$ cat config.mk
export PLATFORM = sky130hd
export DESIGN_NAME = serial_reg_slave
export DESIGN_NICKNAME = d
export VERILOG_FILES = /design/src/rtl/srs_pkg.sv /design/src/rtl/srs_edge_sync.sv /design/src/rtl/srs_regfile.sv /design/src/rtl/srs_frame_fsm.sv /design/src/rtl/serial_reg_slave.sv
export SDC_FILE = /design/constraint.sdc
export NUM_CORES = 1
export LEC_CHECK = 0
export BUFFER_PORTS_ARGS = -buffer_cell sky130_fd_sc_hd__buf_2
export CAP_MARGIN = 20
export CELL_PAD_IN_SITES_DETAIL_PLACEMENT = 1
export CELL_PAD_IN_SITES_GLOBAL_PLACEMENT = 1
export CORE_MARGIN = 1
export CORE_UTILIZATION = 30
export CTS_CLUSTER_DIAMETER = 60
export DETAILED_ROUTE_END_ITERATION = 6
export PLACE_DENSITY_LB_ADDON = 0.1
export SLEW_MARGIN = 10
export SYNTH_ARGS = -nofsm -noshare
export SYNTH_HDL_FRONTEND = slang
export SYNTH_SLANG_ARGS = --single-unit
$ cat constraint.sdc
create_clock -name clk -period 4.7 [get_ports clk]
set_input_delay 0.705 -clock clk [delete_from_list [all_inputs] [get_ports clk]]
set_output_delay 0.705 -clock clk [all_outputs]
set_load 0.03 [all_outputs]
$ cat src/rtl/srs_pkg.sv
package srs_pkg;
    typedef enum logic [1:0] {
        ST_DIR   = 2'd0,
        ST_ADDR  = 2'd1,
        ST_WDATA = 2'd2,
        ST_RDATA = 2'd3
    } frame_state_t;
endpackage

$ cat src/rtl/srs_edge_sync.sv
module srs_edge_sync #(
    parameter int STAGES = 2
) (
    input  logic clk,
    input  logic rst_n,
    input  logic sclk_in,
    input  logic sdio_in,
    output logic bit_rise,
    output logic bit_fall,
    output logic bit_val
);
    localparam int LAST = STAGES - 1;

    logic [STAGES-1:0] sclk_q;
    logic [STAGES-1:0] sdio_q;
    logic              sclk_prev_q;

    always_ff @(posedge clk or negedge rst_n) begin
        if (!rst_n) begin
            sclk_q      <= '0;
            sdio_q      <= '0;
            sclk_prev_q <= 1'b0;
        end else begin
            sclk_q[0] <= sclk_in;
            sdio_q[0] <= sdio_in;
            for (int i = 1; i < STAGES; i++) begin
                sclk_q[i] <= sclk_q[i-1];
                sdio_q[i] <= sdio_q[i-1];
            end
            sclk_prev_q <= sclk_q[LAST];
        end
    end

    assign bit_rise = sclk_q[LAST] & ~sclk_prev_q;
    assign bit_fall = ~sclk_q[LAST] & sclk_prev_q;
    assign bit_val  = sdio_q[LAST];

    // each host edge yields a single sampling pulse
    assert_single_pulse_R1: assert property (@(posedge clk) disable iff (!rst_n)
        bit_rise |=> !bit_rise);
endmodule

$ cat src/rtl/srs_regfile.sv
module srs_regfile #(
    parameter int              ADDR_W   = 7,
    parameter int              DATA_W   = 8,
    parameter int              NUM_REGS = 8,
    parameter logic [DATA_W-1:0] ID_VALUE = 8'h03
) (
    input  logic              clk,
    input  logic              rst_n,
    input  logic              wr_en,
    input  logic [ADDR_W-1:0] reg_addr,
    input  logic [DATA_W-1:0] wr_data,
    output logic [DATA_W-1:0] rd_data
);
    localparam int                IDX_W    = $clog2(NUM_REGS);
    localparam logic [ADDR_W-1:0] ADDR_END = ADDR_W'(NUM_REGS);

    logic [DATA_W-1:0] store_q [NUM_REGS];
    logic              in_range;
    logic              wr_hit;

    assign in_range = reg_addr < ADDR_END;
    assign wr_hit   = wr_en && in_range && (reg_addr != '0);

    always_ff @(posedge clk or negedge rst_n) begin
        if (!rst_n) begin
            for (int i = 0; i < NUM_REGS; i++) store_q[i] <= '0;
        end else if (wr_hit) begin
            store_q[reg_addr[IDX_W-1:0]] <= wr_data;
        end
    end

    always_comb begin
        if (reg_addr == '0)   rd_data = ID_VALUE;
        else if (in_range)    rd_data = store_q[reg_addr[IDX_W-1:0]];
        else                  rd_data = '0;
    end

    // a write to a writable entry is visible on the read path next cycle
    assert_store_lands_R3: assert property (@(posedge clk) disable iff (!rst_n)
        (wr_en && reg_addr != '0 && reg_addr < ADDR_END)
        |=> (reg_addr != $past(reg_addr)) || (rd_data == $past(wr_data)));
endmodule

$ cat src/rtl/srs_frame_fsm.sv
module srs_frame_fsm
    import srs_pkg::*;
#(
    parameter int ADDR_W       = 7,
    parameter int DATA_W       = 8,
    parameter int IDLE_TIMEOUT = 1024
) (
    input  logic              clk,
    input  logic              rst_n,
    input  logic              resync,
    input  logic              bit_rise,
    input  logic              bit_fall,
    input  logic              bit_val,
    input  logic [DATA_W-1:0] rd_data,
    output logic [ADDR_W-1:0] reg_addr,
    output logic              wr_en,
    output logic [DATA_W-1:0] wr_data,
    output logic              drive_en,
    output logic              drive_bit
);
    localparam int FIELD_MAX = (ADDR_W > DATA_W) ? ADDR_W : DATA_W;
    localparam int CNT_W     = $clog2(FIELD_MAX);
    localparam int IDLE_W    = $clog2(IDLE_TIMEOUT + 1);
    localparam logic [CNT_W-1:0]  ADDR_LAST = CNT_W'(ADDR_W - 1);
    localparam logic [CNT_W-1:0]  DATA_LAST = CNT_W'(DATA_W - 1);
    localparam logic [IDLE_W-1:0] IDLE_LAST = IDLE_W'(IDLE_TIMEOUT - 1);

    frame_state_t      state_q, state_d;
    logic [CNT_W-1:0]  cnt_q;
    logic              dir_write_q;
    logic [ADDR_W-1:0] addr_q;
    logic [DATA_W-1:0] shift_q;
    logic              primed_q;
    logic              first_fall_q;
    logic [IDLE_W-1:0] idle_q;
    logic              timeout;

    assign timeout = (state_q != ST_DIR) && !bit_rise && !bit_fall && (idle_q == IDLE_LAST);

    // next-state logic
    always_comb begin
        state_d = state_q;
        if (resync || timeout) begin
            state_d = ST_DIR;
        end else if (bit_rise) begin
            unique case (state_q)
                ST_DIR:   state_d = ST_ADDR;
                ST_ADDR:  if (cnt_q == ADDR_LAST) state_d = dir_write_q ? ST_WDATA : ST_RDATA;
                ST_WDATA: if (cnt_q == DATA_LAST) state_d = ST_DIR;
                ST_RDATA: if (cnt_q == DATA_LAST) state_d = ST_DIR;
            endcase
        end
    end

    // state register
    always_ff @(posedge clk or negedge rst_n) begin
        if (!rst_n) state_q <= ST_DIR;
        else        state_q <= state_d;
    end

    // framing datapath
    always_ff @(posedge clk or negedge rst_n) begin
        if (!rst_n) begin
            cnt_q        <= '0;
            dir_write_q  <= 1'b0;
            addr_q       <= '0;
            shift_q      <= '0;
            primed_q     <= 1'b0;
            first_fall_q <= 1'b0;
            idle_q       <= '0;
        end else begin
            idle_q <= (state_d == ST_DIR || bit_rise || bit_fall) ? '0 : idle_q + 1'b1;

            if (state_d != state_q) cnt_q <= '0;
            else if (bit_rise)      cnt_q <= cnt_q + 1'b1;

            if (bit_rise && !resync) begin
                unique case (state_q)
                    ST_DIR:   dir_write_q <= bit_val;
                    ST_ADDR:  addr_q      <= {addr_q[ADDR_W-2:0], bit_val};
                    ST_WDATA: shift_q     <= {shift_q[DATA_W-2:0], bit_val};
                    ST_RDATA: ;
                endcase
            end

            if (state_d == ST_RDATA && state_q != ST_RDATA) begin
                primed_q     <= 1'b0;
                first_fall_q <= 1'b1;
            end else if (state_q == ST_RDATA) begin
                if (!primed_q) begin
                    shift_q  <= rd_data;
                    primed_q <= 1'b1;
                end
                if (bit_fall) begin
                    if (first_fall_q)  first_fall_q <= 1'b0;
                    else if (primed_q) shift_q      <= {shift_q[DATA_W-2:0], 1'b0};
                end
            end
        end
    end

    // outputs
    always_comb begin
        reg_addr  = addr_q;
        wr_en     = bit_rise && !resync && (state_q == ST_WDATA) && (cnt_q == DATA_LAST);
        wr_data   = {shift_q[DATA_W-2:0], bit_val};
        drive_en  = (state_q == ST_RDATA) && primed_q;
        drive_bit = shift_q[DATA_W-1];
    end

    // a completed read address turns the line around two cycles later
    assert_turnaround_R4: assert property (@(posedge clk) disable iff (!rst_n || resync)
        (state_q == ST_ADDR && bit_rise && cnt_q == ADDR_LAST && !dir_write_q)
        |=> ##1 drive_en);
    // while driving, the data bit only moves right after a falling edge
    assert_bit_holds_R5: assert property (@(posedge clk) disable iff (!rst_n)
        (drive_en && $past(drive_en) && !$past(bit_fall)) |-> $stable(drive_bit));
    // the eighth read rising edge ends the drive
    assert_release_R8: assert property (@(posedge clk) disable iff (!rst_n)
        (drive_en && bit_rise && cnt_q == DATA_LAST) |=> !drive_en);
    // resync always frees the line
    assert_resync_frees_R10: assert property (@(posedge clk) disable iff (!rst_n)
        resync |=> !drive_en);
    // the idle counter never passes its limit
    assert_idle_bound_R11: assert property (@(posedge clk) disable iff (!rst_n)
        idle_q <= IDLE_LAST);
endmodule

$ cat src/rtl/serial_reg_slave.sv
module serial_reg_slave #(
    parameter int              ADDR_W       = 7,
    parameter int              DATA_W       = 8,
    parameter int              NUM_REGS     = 8,
    parameter logic [DATA_W-1:0] ID_VALUE   = 8'h03,
    parameter int              SYNC_STAGES  = 2,
    parameter int              IDLE_TIMEOUT = 1024
) (
    input  logic clk,
    input  logic rst_n,
    input  logic resync,
    input  logic sclk_in,
    input  logic sdio_in,
    output logic sdio_out,
    output logic sdio_oe
);
    logic              bit_rise, bit_fall, bit_val;
    logic [ADDR_W-1:0] reg_addr;
    logic              wr_en;
    logic [DATA_W-1:0] wr_data, rd_data;
    logic              drive_en, drive_bit;

    srs_edge_sync #(.STAGES(SYNC_STAGES)) u_sync (
        .clk(clk), .rst_n(rst_n), .sclk_in(sclk_in), .sdio_in(sdio_in),
        .bit_rise(bit_rise), .bit_fall(bit_fall), .bit_val(bit_val)
    );

    srs_frame_fsm #(.ADDR_W(ADDR_W), .DATA_W(DATA_W), .IDLE_TIMEOUT(IDLE_TIMEOUT)) u_fsm (
        .clk(clk), .rst_n(rst_n), .resync(resync),
        .bit_rise(bit_rise), .bit_fall(bit_fall), .bit_val(bit_val),
        .rd_data(rd_data), .reg_addr(reg_addr), .wr_en(wr_en), .wr_data(wr_data),
        .drive_en(drive_en), .drive_bit(drive_bit)
    );

    srs_regfile #(.ADDR_W(ADDR_W), .DATA_W(DATA_W), .NUM_REGS(NUM_REGS), .ID_VALUE(ID_VALUE)) u_regs (
        .clk(clk), .rst_n(rst_n), .wr_en(wr_en), .reg_addr(reg_addr),
        .wr_data(wr_data), .rd_data(rd_data)
    );

    assign sdio_oe  = drive_en;
    assign sdio_out = drive_en & drive_bit;

    // nothing appears on the data output unless the driver is enabled
    assert_quiet_when_off_R12: assert property (@(posedge clk) disable iff (!rst_n)
        !sdio_oe |-> !sdio_out);
endmodule

## After elaboration in Yosys (flattened, before gate mapping)

Index checks and enable logic that the tools add are counted.

- Bits in registers: 103
- Input port bits: 5
- Output and inout port bits: 2
- Logic and storage cells: 98

- $add $sub $neg: 2
- Magnitude comparators: 3
- Eq/ne operators: 9
- Multiplexer cells: 30
- Bitwise operators: 6
- Reduce and logical (&&, ||, !) cells: 29

Operator list:

| operator | count |
|---|---|
| $mux 8 | 13 |
| $bwmux 64 | 1 |
| $bmux 8 s3 | 1 |
| $demux 8 s3 | 1 |
| $add 11x1->11 const B | 1 |
| $eq 11x10->1 const B | 1 |
| $logic_and 1x1->1 | 11 |
| $mux 11 | 1 |
| $mux 2 | 4 |
| $reduce_bool 2->1 | 4 |
| $logic_not 7->1 | 1 |
| $lt 7x4->1 const B | 1 |
| $reduce_bool 7->1 | 1 |
| $eq 2x2->1 const B | 3 |
| $eq 3x3->1 const B | 2 |
| $mux 1 | 6 |
| $mux 3 | 2 |
| $pmux 2 s3 | 1 |
| $reduce_and 2->1 | 3 |
| $ge 4x4->1 const B | 1 |
| $logic_not 2->1 | 2 |
| $lt 4x1->1 const B | 1 |
| $not 3->4 | 1 |
| $add 3x1->3 const B | 1 |
| other kinds (8) | 15 |

## Logic depth before layout (Yosys ltp)

Gate-level depths: netlist of run 1.

- Depth in word-level cells: 12
- Gate-level depth with buffers: 7
- Depth with buffers taken out: 6

## By module

Synthesis of run 1 repeated with hierarchy kept, for this count alone.

- Cell total of the unflattened synthesis: 383
- Area, all modules: 4,647.0 um^2

Modules (own cells, without submodules):

| module | instances | cells an instance | area each (um^2) | seq. area each (um^2) |
|---|---|---|---|---|
| srs_regfile | 1 | 203 | 2,661.3 | 1,401.3 |
| srs_frame_fsm | 1 | 172 | 1,839.3 | 850.8 |
| srs_edge_sync | 1 | 7 | 140.1 | 125.1 |
| serial_reg_slave | 1 | 1 | 6.3 | 0.0 |

## Worst setup path after synthesis of run 1

No wires, ideal clock.

- Path kind: input to register
- Start point: in resync
- End point: reg u_regs.store_q[10] (netlist name)
- Setup time: 125 ps
- Arrival time: 2,229 ps
- Required time: 4,575 ps
- Path slack: 2,346 ps
- Cell stages on the path: 6
- Buffers on the path: 2
- Path through: buf_6 -> nor4b_4 -> nand4_2 -> or4b_1 -> buf_4 -> mux2_4

- Longest elaborated chain between the ends: 6

Ends and longest elaborated chain:

| element | line | source |
|---|---|---|
| start, declared | serial_reg_slave.sv:11 | `input logic resync,` |
| $logic_not 1->1 | srs_frame_fsm.sv:105 | `wr_en = bit_rise && !resync && (state_q == ST_WDATA) && (cnt_q == DATA_LAST);` |
| $logic_and 1x1->1 (3 in series) | srs_frame_fsm.sv:105 |  |
| $logic_and 1x1->1 (2 in series) | srs_regfile.sv:22 | `assign wr_hit = wr_en && in_range && (reg_addr != '0);` |
| end signal, assigned by index | srs_regfile.sv:28 | `store_q[reg_addr[IDX_W-1:0]] <= wr_data;` |
| end, declared | srs_regfile.sv:17 | `logic [DATA_W-1:0] store_q [NUM_REGS];` |

Every way passes these cells.
A chain may end at the register's enable or synchronous reset.

## Worst setup path after layout of run 1

- Start point: reg u_fsm.state_q[0]
- End point: reg u_regs.store_q[9] (netlist name)

- Longest elaborated chain between the ends: 5

Ends and longest elaborated chain:

| element | line | source |
|---|---|---|
| start, declared | srs_frame_fsm.sv:28 | `frame_state_t state_q, state_d;` |
| start signal, assigned | srs_frame_fsm.sv:58 | `else state_q <= state_d;` |
| $eq 2x2->1 | srs_frame_fsm.sv:105 |  |
| $logic_and 1x1->1 (2 in series) | srs_frame_fsm.sv:105 |  |
| $logic_and 1x1->1 (2 in series) | srs_regfile.sv:22 |  |

Every way passes these cells.

==> results of run 1 <==
cells by family after synthesis:
logic type | count (synthesis)
flip-flops | 95
XOR/XNOR | 9
adder cells (fa/ha/maj) | 4
multiplexers | 87
buffers and inverters | 24
AO/OA/AOI/OAI | 50
AND/OR/NAND/NOR | 83
path summary, 6_finish.rpt:
path / from / endpoint / slack [ps]
min in group asynchronous: rst_n / u_fsm.cnt_q[0] / 460
setup reg to reg: u_fsm.state_q[0] / u_regs.store_q[9] / 2110
hold / removal: u_sync.sdio_q[0] / u_sync.sdio_q[1] / 350
max in group asynchronous: rst_n / u_regs.store_q[45] / 3270
hold reg to reg: u_sync.sdio_q[0] / u_sync.sdio_q[1] / 350
setup / recovery: u_fsm.state_q[0] / u_regs.store_q[9] / 2110
metal layers:
| metal | vias up | GRT usage | share of wire |
|---|---|---|---|
| li1 | 1302 | - | - |
| met1 | 1451 | 0.219 | 0.53 |
| met2 | 21 | 0.216 | 0.43 |
| met3 | 13 | 0.0275 | 0.018 |
| met4 | 0 | 0.0532 | 0.016 |
| met5 | - | 0 | 0 |
area by class of cell:
cell class,count,area [um2]
sequential,95,2380
clock buffer,10,229
tap,184,230
fill,1558,9570
timing repair buffer,13,88.8
inverter,5,18.8
clock inverter,6,71.3
multi-input combinational,233,2000
where the power goes:
group	switching (mW)	total, mW	internal [mW]
clock	0.330	0.746	0.416
sequential	0.0522	0.891	0.839
combinational	0.0961	0.164	0.0674
total	0.479	1.80	1.32
layout by cell type (no fill, tap or decap), drive strengths merged, types with 5 or more instances in the layout:
cell type  netlist  layout
xor2             7       7
nor2b            5       5
a211oi           6       6
buf              8      13
clkbuf          11      10
nor2            20      20
o2bb2ai          5       5
nand2b           6       6
o22ai            8       8
mux2i           17      17
mux2            66      66
nor3             5       5
a21oi           12      12
o21ai            7       7
nand2           12      12
dfrtp           95      95
nand4            7       7
and3             6       6
state kept, by name (all words and copies together), names as in the netlist:
name,count
u_fsm.idle_q,11
u_sync.sdio_q,2
u_fsm.reg_addr,7
u_fsm.state_q,2
u_fsm.cnt_q,3
u_fsm.primed_q,1
u_fsm.shift_q,8
u_fsm.first_fall_q,1
u_regs.store_q,56
u_sync.sclk_prev_q,1
u_sync.sclk_q,2
u_fsm.dir_write_q,1
worst register-to-register path, stage by stage (launching register included):
cell,delay [ps]
dfrtp_1,540
nor4b_4,400
nand4_2,220
or4b_1,890
mux2_4,430
stage by stage:
step / hold slack [ps] / setup WS (ps) / std cells
2_1_floorplan: 331 / 2350 / 352
3_3_place_gp: 338 / 1880 / 529
3_5_place_dp: 340 / 1860 / 530
4_1_cts: 356 / 2100 / 546
5_1_grt: 367 / 2010 / 546
6_report: 352 / 2110 / 546
==> summary.txt, run 1 <==
Critical path
  – Worst reg2reg path depth: 4
  – CP Max Fanout: 12
  – Max stage delay cell, worst path: or4b_1
  – Nature of the critical path endpoint: register
  – Startpoint types: register
  – Worst path top cell family by delay: simple AND/OR/NAND/NOR gates
  – CP Data Arrival Time: 2820 ps
  – Critical path's largest stage delay: 880 ps
  – WS Path Type: reg2reg
  – Worst path cell trace: nor4b_4 -> nand4_2 -> or4b_1 -> mux2_4
  – Critical Path Stages: 4
  – CP required: 4930 ps
  – Count of buffer and inverter cells on the critical path: 0

Floorplan
  – Die ar.: 15,400 um2
  – Initial core utilization: 0.308
  – Die Span Y: 124 um
  – Site Rows: 44
  – Placeable Area: 14,600 um2
  – Die width: 124 um
  – # IOs: 7

CTS
  – CTS tree: yes
  – Num CTS Buffers: 9
  – Root buffer cell: clkbuf_16
  – Reg clk slew, reported paths: 70 ps
  – CTS sink count: 95
  – Number of setup buffers added after CTS: 0
  – Clk buf depth: 2
  – Post-cts hold buffer count: 0
  – H-Tree Depth: 3
  – Post-cts repair resize count: 0
  – Worst-Skew Late Latency: 350 ps

Timing
  – Slew HR: 0.432
  – Max-slew violations: 0
  – Worst-case clock skew: 6.53 ps
  – Final setup viols: 0
  – Final Cycle Share: 0.550
  – Fmax: 387 MHz
  – RSZ-0062 raised after global routing: false
  – Post-layout min period: 2590 ps
  – Hold Vio Cnt, Final: 0
  – Total negative slack: 0 ps
  – Worst slew pin tran: 846 ps

Logic synthesis
  – Top_reg_cell synth: dfrtp_1
  – Post-Synth Adder-Cell Area: 0.0112
  – Mapped cell area: 4490 um2
  – Multiplexer share of the synthesized area: 0.230
  – Post-synth EDFFs: 0
  – Synth area leader: dfrtp_1
  – Syn_area_per_cell: 12.7 um2
  – Largest family of logic cells by synthesized area: multiplexers
  – Mapped Cells: 352
  – Async SR Flop Fraction: 1.00
  – Post-Synth XOR/XNOR Area: 0.0176
  – Syn nets: 361
  – Register area share after synthesis: 0.530
  – Synth warn: 0
  – Synth top cells by count: dfrtp_1, mux2_2, nor2_1
  – Yosys cell types: 48
  – Simple-gate share of the synthesized area: 0.113
  – Compound-Gate Fraction of Synth Area: 0.0742
  – Ranking of synthesized cells by area: dfrtp_1, mux2_2, mux2i_1
  – Share of the synthesized area in the top cell type: 0.530
  – #FFs+latches synth: 95
  – Most common cell in the netlist: dfrtp_1

Outcome
  – Outcome: finished clean

Placed design
  – Number of I/O port buffers: 6
  – Post-DP HPWL: 6.83 mm
  – Gpl congestion: 0.711
  – Dpl cell area: 4720 um2

Power
  – Power per cell area: 359 nW/um2
  – Leakage power: 2.29 nW
  – Worst vdd ir: 174 uV
  – Tot Pwr: 1.80 mW

Global routing
  – GR Util All Layers: 0.149
  – Largest net degree at the start of global routing: 62
  – Total grt overflow: 0
  – First-pass GRT wire length: 17.6 mm
  – Vias in the first global route: 3,031
  – Initial antenna violation count: 0

Finish
  – Share of cells above drive strength 1: 0.265
  – Layout Utilization: 0.344
  – Final Net Count: 366
  – Diodes inserted: 0
  – Area Growth Syn to Fin: 11.9%
  – Post-route cell area: 5020 um2

Route
  – Via count: 2,787
  – Final wirelength: 10.5 mm
  – Drt wl/cell: 19.3 um
  – Avg Vias per Cell: 5.10
  – Pre-Repair DR Iteration Count: 4
  – DRC: 0
  – Initial DRC count: 181
  – Detail Route Antenna Nets: 0

Job
  – Number of max-cap violations: 0

Worst hold path
  – Hold depth: 0
  – Worst hold path type: reg2reg
(Power assumes the default switching activity.)
==> run 2, diff against run 1 <==
==> constraint.sdc (replaced) <==
create_clock -name clk -period 2.07 [get_ports clk]
set_input_delay 0.3105 -clock clk [delete_from_list [all_inputs] [get_ports clk]]
set_output_delay 0.3105 -clock clk [all_outputs]
set_load 0.03 [all_outputs]
==> run 2 against run 1 <==
  * The flow now finishes with violations (negative setup slack)
  * First-iteration DRC count is 3.3% higher
  * Die area stayed put
  * Power is 140% higher
  * Combinational power grew to 3.0 times the previous value
  * Clock skew is 0.89 ps lower
  * Cell area is 6.4% higher
  * Worst setup slack worse by 2100 ps
  * Count of clock-buffer cells in the layout is 1 higher
  * Fmax is 23% higher
  * Cell count is 6.0% higher
  * Routed wire length is 5.8% higher
  * Non-clock buffer count is 34 higher
  * Critical path type unchanged
  * Critical endpoint is now u_regs.store_q[51]
  * Largest power group unchanged
==> summary.txt, run 2 (synthesis results as in run 1) <==
Outcome
  – Outcome: finished, violations left
  – Violated checks: negative setup slack

Power
  – Combinational share of power: 0.117 (+0.026)
  – Sequential share of power: 0.465 (-0.030)
  – Worst vdd ir: 422 uV (+140%)
  – Switching Power: 1.07 mW (+120%)
  – Switch share: 0.251 (-0.0153)
  – Power per cell area: 799 nW/um2 (+120%)
  – Int Pwr: 3.20 mW (+140%)
  – Leakage power: 2.49 nW (+8.9%)
  – Clock power share: 0.418 (+0.004)

Route
  – Final wirelength: 11.1 mm (+5.8%)
  – Via count: 2,933 (+5.2%)
  – DRC: 0 (unchanged)
  – Drt wl/cell: 19.2 um (-0.19%)
  – Detail Route Antenna Nets: 0 (unchanged)
  – Avg Vias per Cell: 5.07 (-0.76%)
  – Pre-Repair DR Iteration Count: 4 (unchanged)
  – Initial DRC count: 187 (+3.3%)

Finish
  – FILL cells: 1,553 (-0.32%)
  – Top reg by flops: u_regs.store_q
  – Max reg flops: 56 (unchanged)
  – Share of cells above drive strength 1: 0.334 (+0.0690)
  – Top Registers: u_regs.store_q x56, u_fsm.idle_q x11, u_fsm.shift_q x8
  – Area Growth Syn to Fin: 19.0%
  – Post-route insts no fill: 579 (+6.0%)
  – Final Net Count: 400 (+9.3%)
  – Diodes inserted: 0 (unchanged)
  – Most common cell after layout, fill and taps aside: dfrtp_1
  – Commonest non-fill, non-tap cells in the layout: dfrtp_1, mux2_2, buf_4

Floorplan
  – Die Span Y: 124 um (unchanged)
  – Placeable Area: 14,600 um2 (unchanged)
  – Die ar.: 15,400 um2 (unchanged)
  – Initial core utilization: 0.308 (unchanged)
  – # IOs: 7 (unchanged)
  – Site Rows: 44 (unchanged)
  – Die width: 124 um (unchanged)

Critical path
  – Nature of the critical path endpoint: register
  – RR Endpoint: u_regs.store_q[51]
  – Worst reg2reg path depth: 5 (+1)
  – Startpoint types: register
  – CP Max Fanout: 4 (-8)
  – WS Path Type: reg2reg
  – R2R Setup Slk: -30 ps (-2140 ps)
  – RR Startpoint: u_sync.sclk_prev_q
  – CP Data Arrival Time: 2330 ps (-490 ps)
  – CP required: 2310 ps (-2620 ps)

Placed design
  – Pre-CTS setup slack: -65.1 ps (-1920 ps)
  – Post-DP HPWL: 7.60 mm (+11%)
  – Gpl congestion: 0.698 (-1.9%)
  – Placed Cells: 562 (+6.0%)
  – Number of I/O port buffers: 6 (unchanged)

Global routing
  – Vias in the first global route: 3,197 (+5.5%)
  – GR Util All Layers: 0.157 (+0.00792)
  – Largest net degree at the start of global routing: 39 (-37%)
  – Total grt overflow: 0 (unchanged)
  – Initial antenna violation count: 0 (unchanged)
  – First-pass GRT wire length: 18.4 mm (+4.5%)

Worst hold path
  – Hold_sp: sdio_in
  – Hold depth: 1 (+1)
  – Hold endpoint: u_sync.sdio_q[0]
  – Worst hold path type: in2reg

Timing
  – Total negative slack: -196 ps (-196 ps)
  – Slew HR: 0.635 (+0.203)
  – Final setup viols: 8 (+8)
  – Fmax: 476 MHz (+23%)
  – Max-slew violations: 0 (unchanged)
  – Worst setup margin: -28.9 ps (-2140 ps)
  – Post-layout min period: 2100 ps (-488 ps)
  – Worst slew pin tran: 547 ps (-299 ps)
  – Hold Vio Cnt, Final: 0 (unchanged)
  – Final Cycle Share: 1.01 (+0.463)
  – RSZ-0062 raised after global routing: true
  – Worst-case clock skew: 5.64 ps (-0.892 ps)

CTS
  – CTS tree: yes
  – CTS sink count: 95 (unchanged)
  – H-Tree Depth: 3 (unchanged)
  – Root buffer cell: clkbuf_16
  – Worst-Skew Late Latency: 350 ps (about the same)
  – Clk buf depth: 2 (unchanged)
  – Num CTS Buffers: 9 (unchanged)
  – Reg clk slew, reported paths: 60 ps (about the same)

Job
  – Number of max-cap violations: 0 (unchanged)
-- run 2: worst max-delay path by stage --
stage | from | to | slack [ps] | cells past startpoint
6_report | u_sync.sclk_prev_q | u_regs.store_q[51] | -30 | 5
5_1_grt | u_sync.sclk_prev_q | u_regs.store_q[41] | -70 | 4
4_1_cts | u_sync.sclk_prev_q | u_regs.store_q[41] | -40 | 5
3_5_place_dp | u_fsm.state_q[0] | u_regs.store_q[44] | -70 | 5
3_3_place_gp | u_fsm.state_q[0] | u_regs.store_q[47] | -1 | 5
2_1_floorplan | u_fsm.reg_addr[5] | u_regs.store_q[10] | 60 | 5
-- run 2: layer usage --
layer / GRT usage / vias up / wire (um)
met3: 0.0309 / 10 / 234
met1: 0.227 / 1525 / 5860
met2: 0.229 / 21 / 4900
met4: 0.0595 / 0 / 137
met5: 0 / - / 0
li1: - / 1377 / -
-- run 2: final cells by class --
class	instances	area (um2)	area share
multi-input cells	233	2020	0.378
inverters	5	18.8	0.00352
flip-flops and latches	95	2380	0.445
repair buffers	47	380	0.0712
well taps	184	230	0.0431
clock inverters	4	70.1	0.0131
clock buffers	11	243	0.0455
-- run 2: worst max-delay path, cell delays in order, from the launching register on --
cell	delay [ps]
dfrtp_1	400
nor4b_4	370
nand4_1	210
or4_1	530
buf_4	210
mux2_2	270
-- run 2: through the flow --
step                hold slack (ps)  utilization  power, mW  instance area (um2)
CTS                            51.8        0.365       4.34                 5320
global route                   65.7        0.366       4.47                 5340
finish                         68.2        0.366       4.27                 5340
floorplan                      14.9            -       2.29                 4490
global placement                334        0.341       2.51                 4980
detailed placement              337        0.341       2.52                 4980
-- run 2: timing repair --
| action | in CTS | in global routing |
|---|---|---|
| resized for setup | 4 | 4 |
| hold buffers | 1 | 0 |
| setup buffers | 0 | 2 |
| hold endpoints to repair | 36 | 0 |
| setup endpoints to repair | 24 | 24 |
| pin swaps | 2 | 2 |
-- run 2: power by group through the flow --
stage | clock network [mW] | logic [mW] | registers [mW]
finish | 1.78 | 0.500 | 1.99
floorplan | 0 | 0.316 | 1.97
detailed placement | 0 | 0.505 | 2.02
CTS | 1.84 | 0.509 | 1.98
global route | 1.92 | 0.555 | 1.99
global placement | 0 | 0.497 | 2.02
==> run 3, diff against run 2 <==
--- a/config.mk
+++ b/config.mk
@@ -14,6 +14,7 @@
 export CTS_CLUSTER_DIAMETER = 60
 export DETAILED_ROUTE_END_ITERATION = 6
 export PLACE_DENSITY_LB_ADDON = 0.1
+export RECOVER_POWER = 100
 export SLEW_MARGIN = 10
 export SYNTH_ARGS = -nofsm -noshare
 export SYNTH_HDL_FRONTEND = slang
==> constraint.sdc (replaced) <==
create_clock -name clk -period 2.65 [get_ports clk]
set_input_delay 0.3975 -clock clk [delete_from_list [all_inputs] [get_ports clk]]
set_output_delay 0.3975 -clock clk [all_outputs]
set_load 0.03 [all_outputs]
==> run 3 against run 2 <==
  * The run now ends clean
  * Clock power fell by 20%
  * Register-to-register slack improved by 330 ps
  * Combinational power decreased by 35%
  * Critical path type unchanged
  * Sequential share of layout area increased by 2.7 points
  * Largest power group unchanged
  * Global-route usage increased by 0.63 points
  * Critical path depth is 1 higher
  * Core utilization shrank 2.1 points
  * Largest cell class unchanged
==> summary.txt, run 3 (synthesis results as in run 1) <==
Outcome
  – Outcome: finished clean

Floorplan
  – Placeable Area: 14,600 um2 (unchanged)
  – # IOs: 7 (unchanged)
  – Initial core utilization: 0.308 (unchanged)
  – Die Span Y: 124 um (unchanged)
  – Die width: 124 um (unchanged)
  – Site Rows: 44 (unchanged)
  – Die ar.: 15,400 um2 (unchanged)

Global routing
  – GR Util All Layers: 0.163 (+0.00631)
  – Initial antenna violation count: 0 (unchanged)
  – Vias in the first global route: 3,119 (-2.4%)
  – First-pass GRT wire length: 19.1 mm (+3.4%)
  – Total grt overflow: 0 (unchanged)
  – Largest net degree at the start of global routing: 56 (+44%)

Critical path
  – Nature of the critical path endpoint: register
  – CP Data Arrival Time: 2590 ps (+260 ps)
  – CP required: 2890 ps (+580 ps)
  – CP Max Fanout: 6 (+2)
  – WS Path Type: reg2reg
  – Worst reg2reg path depth: 6 (+1)
  – Startpoint types: register

Worst hold path
  – Worst hold path type: in2reg
  – Hold depth: 1 (unchanged)

Route
  – Via count: 2,882 (-1.7%)
  – Final wirelength: 11.3 mm (+1.9%)
  – Initial DRC count: 146 (-22%)
  – Avg Vias per Cell: 5.19 (+2.5%)
  – Drt wl/cell: 20.4 um (+6.3%)
  – Detail Route Antenna Nets: 0 (unchanged)
  – DRC: 0 (unchanged)
  – Pre-Repair DR Iteration Count: 4 (unchanged)

CTS
  – H-Tree Depth: 3 (unchanged)
  – Worst-Skew Late Latency: 360 ps (about the same)
  – Number of setup buffers added after CTS: 0 (unchanged)
  – CTS sink count: 95 (unchanged)
  – Post-cts hold buffer count: 0 (-1)
  – Num CTS Buffers: 9 (unchanged)
  – Root buffer cell: clkbuf_16
  – Reg clk slew, reported paths: 70 ps (about the same)
  – Post-cts repair resize count: 0 (-4)
  – CTS tree: yes
  – Clk buf depth: 2 (unchanged)

Timing
  – Slew HR: 0.121 (-0.514)
  – Hold Vio Cnt, Final: 0 (unchanged)
  – RSZ-0062 raised after global routing: false
  – Final setup viols: 0 (-8)
  – Worst slew pin tran: 1320 ps (+771 ps)
  – Post-layout min period: 2350 ps (+250 ps)
  – Total negative slack: 0 ps (+196 ps)
  – Fmax: 426 MHz (-11%)
  – Max-slew violations: 0 (unchanged)
  – Final Cycle Share: 0.886 (-0.128)
  – Worst-case clock skew: 5.30 ps (-0.340 ps)

Finish
  – Top Registers: u_regs.store_q x56, u_fsm.idle_q x11, u_fsm.shift_q x8
  – Max reg flops: 56 (unchanged)
  – Share of cells above drive strength 1: 0.237 (-0.0970)
  – Commonest non-fill, non-tap cells in the layout: dfrtp_1, mux2_2, nor2_1
  – Most common cell after layout, fill and taps aside: dfrtp_1
  – Final Net Count: 376 (-6.0%)
  – Area Growth Syn to Fin: 12.3%
  – Diodes inserted: 0 (unchanged)
  – Layout Utilization: 0.345 (-0.0206)
  – Top reg by flops: u_regs.store_q
  – FILL cells: 1,560 (+0.45%)

Placed design
  – Gpl congestion: 0.691 (-0.97%)
  – Post-DP HPWL: 7.41 mm (-2.4%)
  – Number of I/O port buffers: 6 (unchanged)

Power
  – Worst vdd ir: 327 uV (-22%)
  – Power per cell area: 655 nW/um2 (-18%)
  – Leakage power: 2.30 nW (-7.6%)

Job
  – Number of max-cap violations: 0 (unchanged)
==> run 3: cell types whose count changed in the layout (fill, tap and decap cells not counted), moves of 3 or more <==
cell,change
buf_4,-34
clkbuf_1,+10
clkbuf_2,+3
mux2_1,+7
mux2_4,-7
==> run 3: per-layer routing <==
layer,global-route usage,vias to the layer above,wire [um]
met5,0,-,0
met4,0.0659,0,207
met3,0.0309,12,224
met2,0.227,18,4830
met1,0.245,1530,6080
li1,-,1322,-
==> run 3: area by class of cell <==
type	count	area [um2]	share of cell area
Clock buffer	11	243	0.0482
Clock inverter	4	70.1	0.0139
Inverter	5	18.8	0.00372
Multi-Input combinational cell	233	1970	0.390
Sequential cell	95	2380	0.472
Tap cell	184	230	0.0457
Timing Repair Buffer	23	134	0.0266
==> run 3: worst paths after layout <==
| check | startpoint | end | slack (ps) |
|---|---|---|---|
| min in group asynchronous | rst_n | u_fsm.state_q[1] | 240 |
| hold / removal | sclk_in | u_sync.sclk_q[0] | 140 |
| max in group asynchronous | rst_n | u_fsm.shift_q[2] | 520 |
| setup / recovery | u_fsm.cnt_q[1] | u_regs.store_q[11] | 300 |
| setup reg to reg | u_fsm.cnt_q[1] | u_regs.store_q[11] | 300 |
| hold reg to reg | u_sync.sdio_q[0] | u_sync.sdio_q[1] | 360 |
==> run 3: per-stage QoR <==
stage	hold slack (ps)	power (mW)	cells	area (um2)	worst slack (ps)
final	142	3.30	555	5040	301
after global routing	133	3.46	555	5040	125
after CTS	53.2	3.36	555	5130	338
after detailed placement	350	1.93	540	4820	304
after global placement	344	1.93	539	4810	337
after floorplan	102	1.79	352	4490	604
==> run 3: worst max-delay path, stage by stage (launching register included) <==
cell and delay [ps]:
dfrtp_1 380, ha_1 170, ha_1 300, nand4_2 190
or4b_1 560, clkbuf_1 260, mux2_1 370
==> run 3: power breakdown <==
group / switching [mW] / internal [mW]
sequential: 0.0709 / 1.49
clock: 0.570 / 0.845
combinational: 0.199 / 0.127
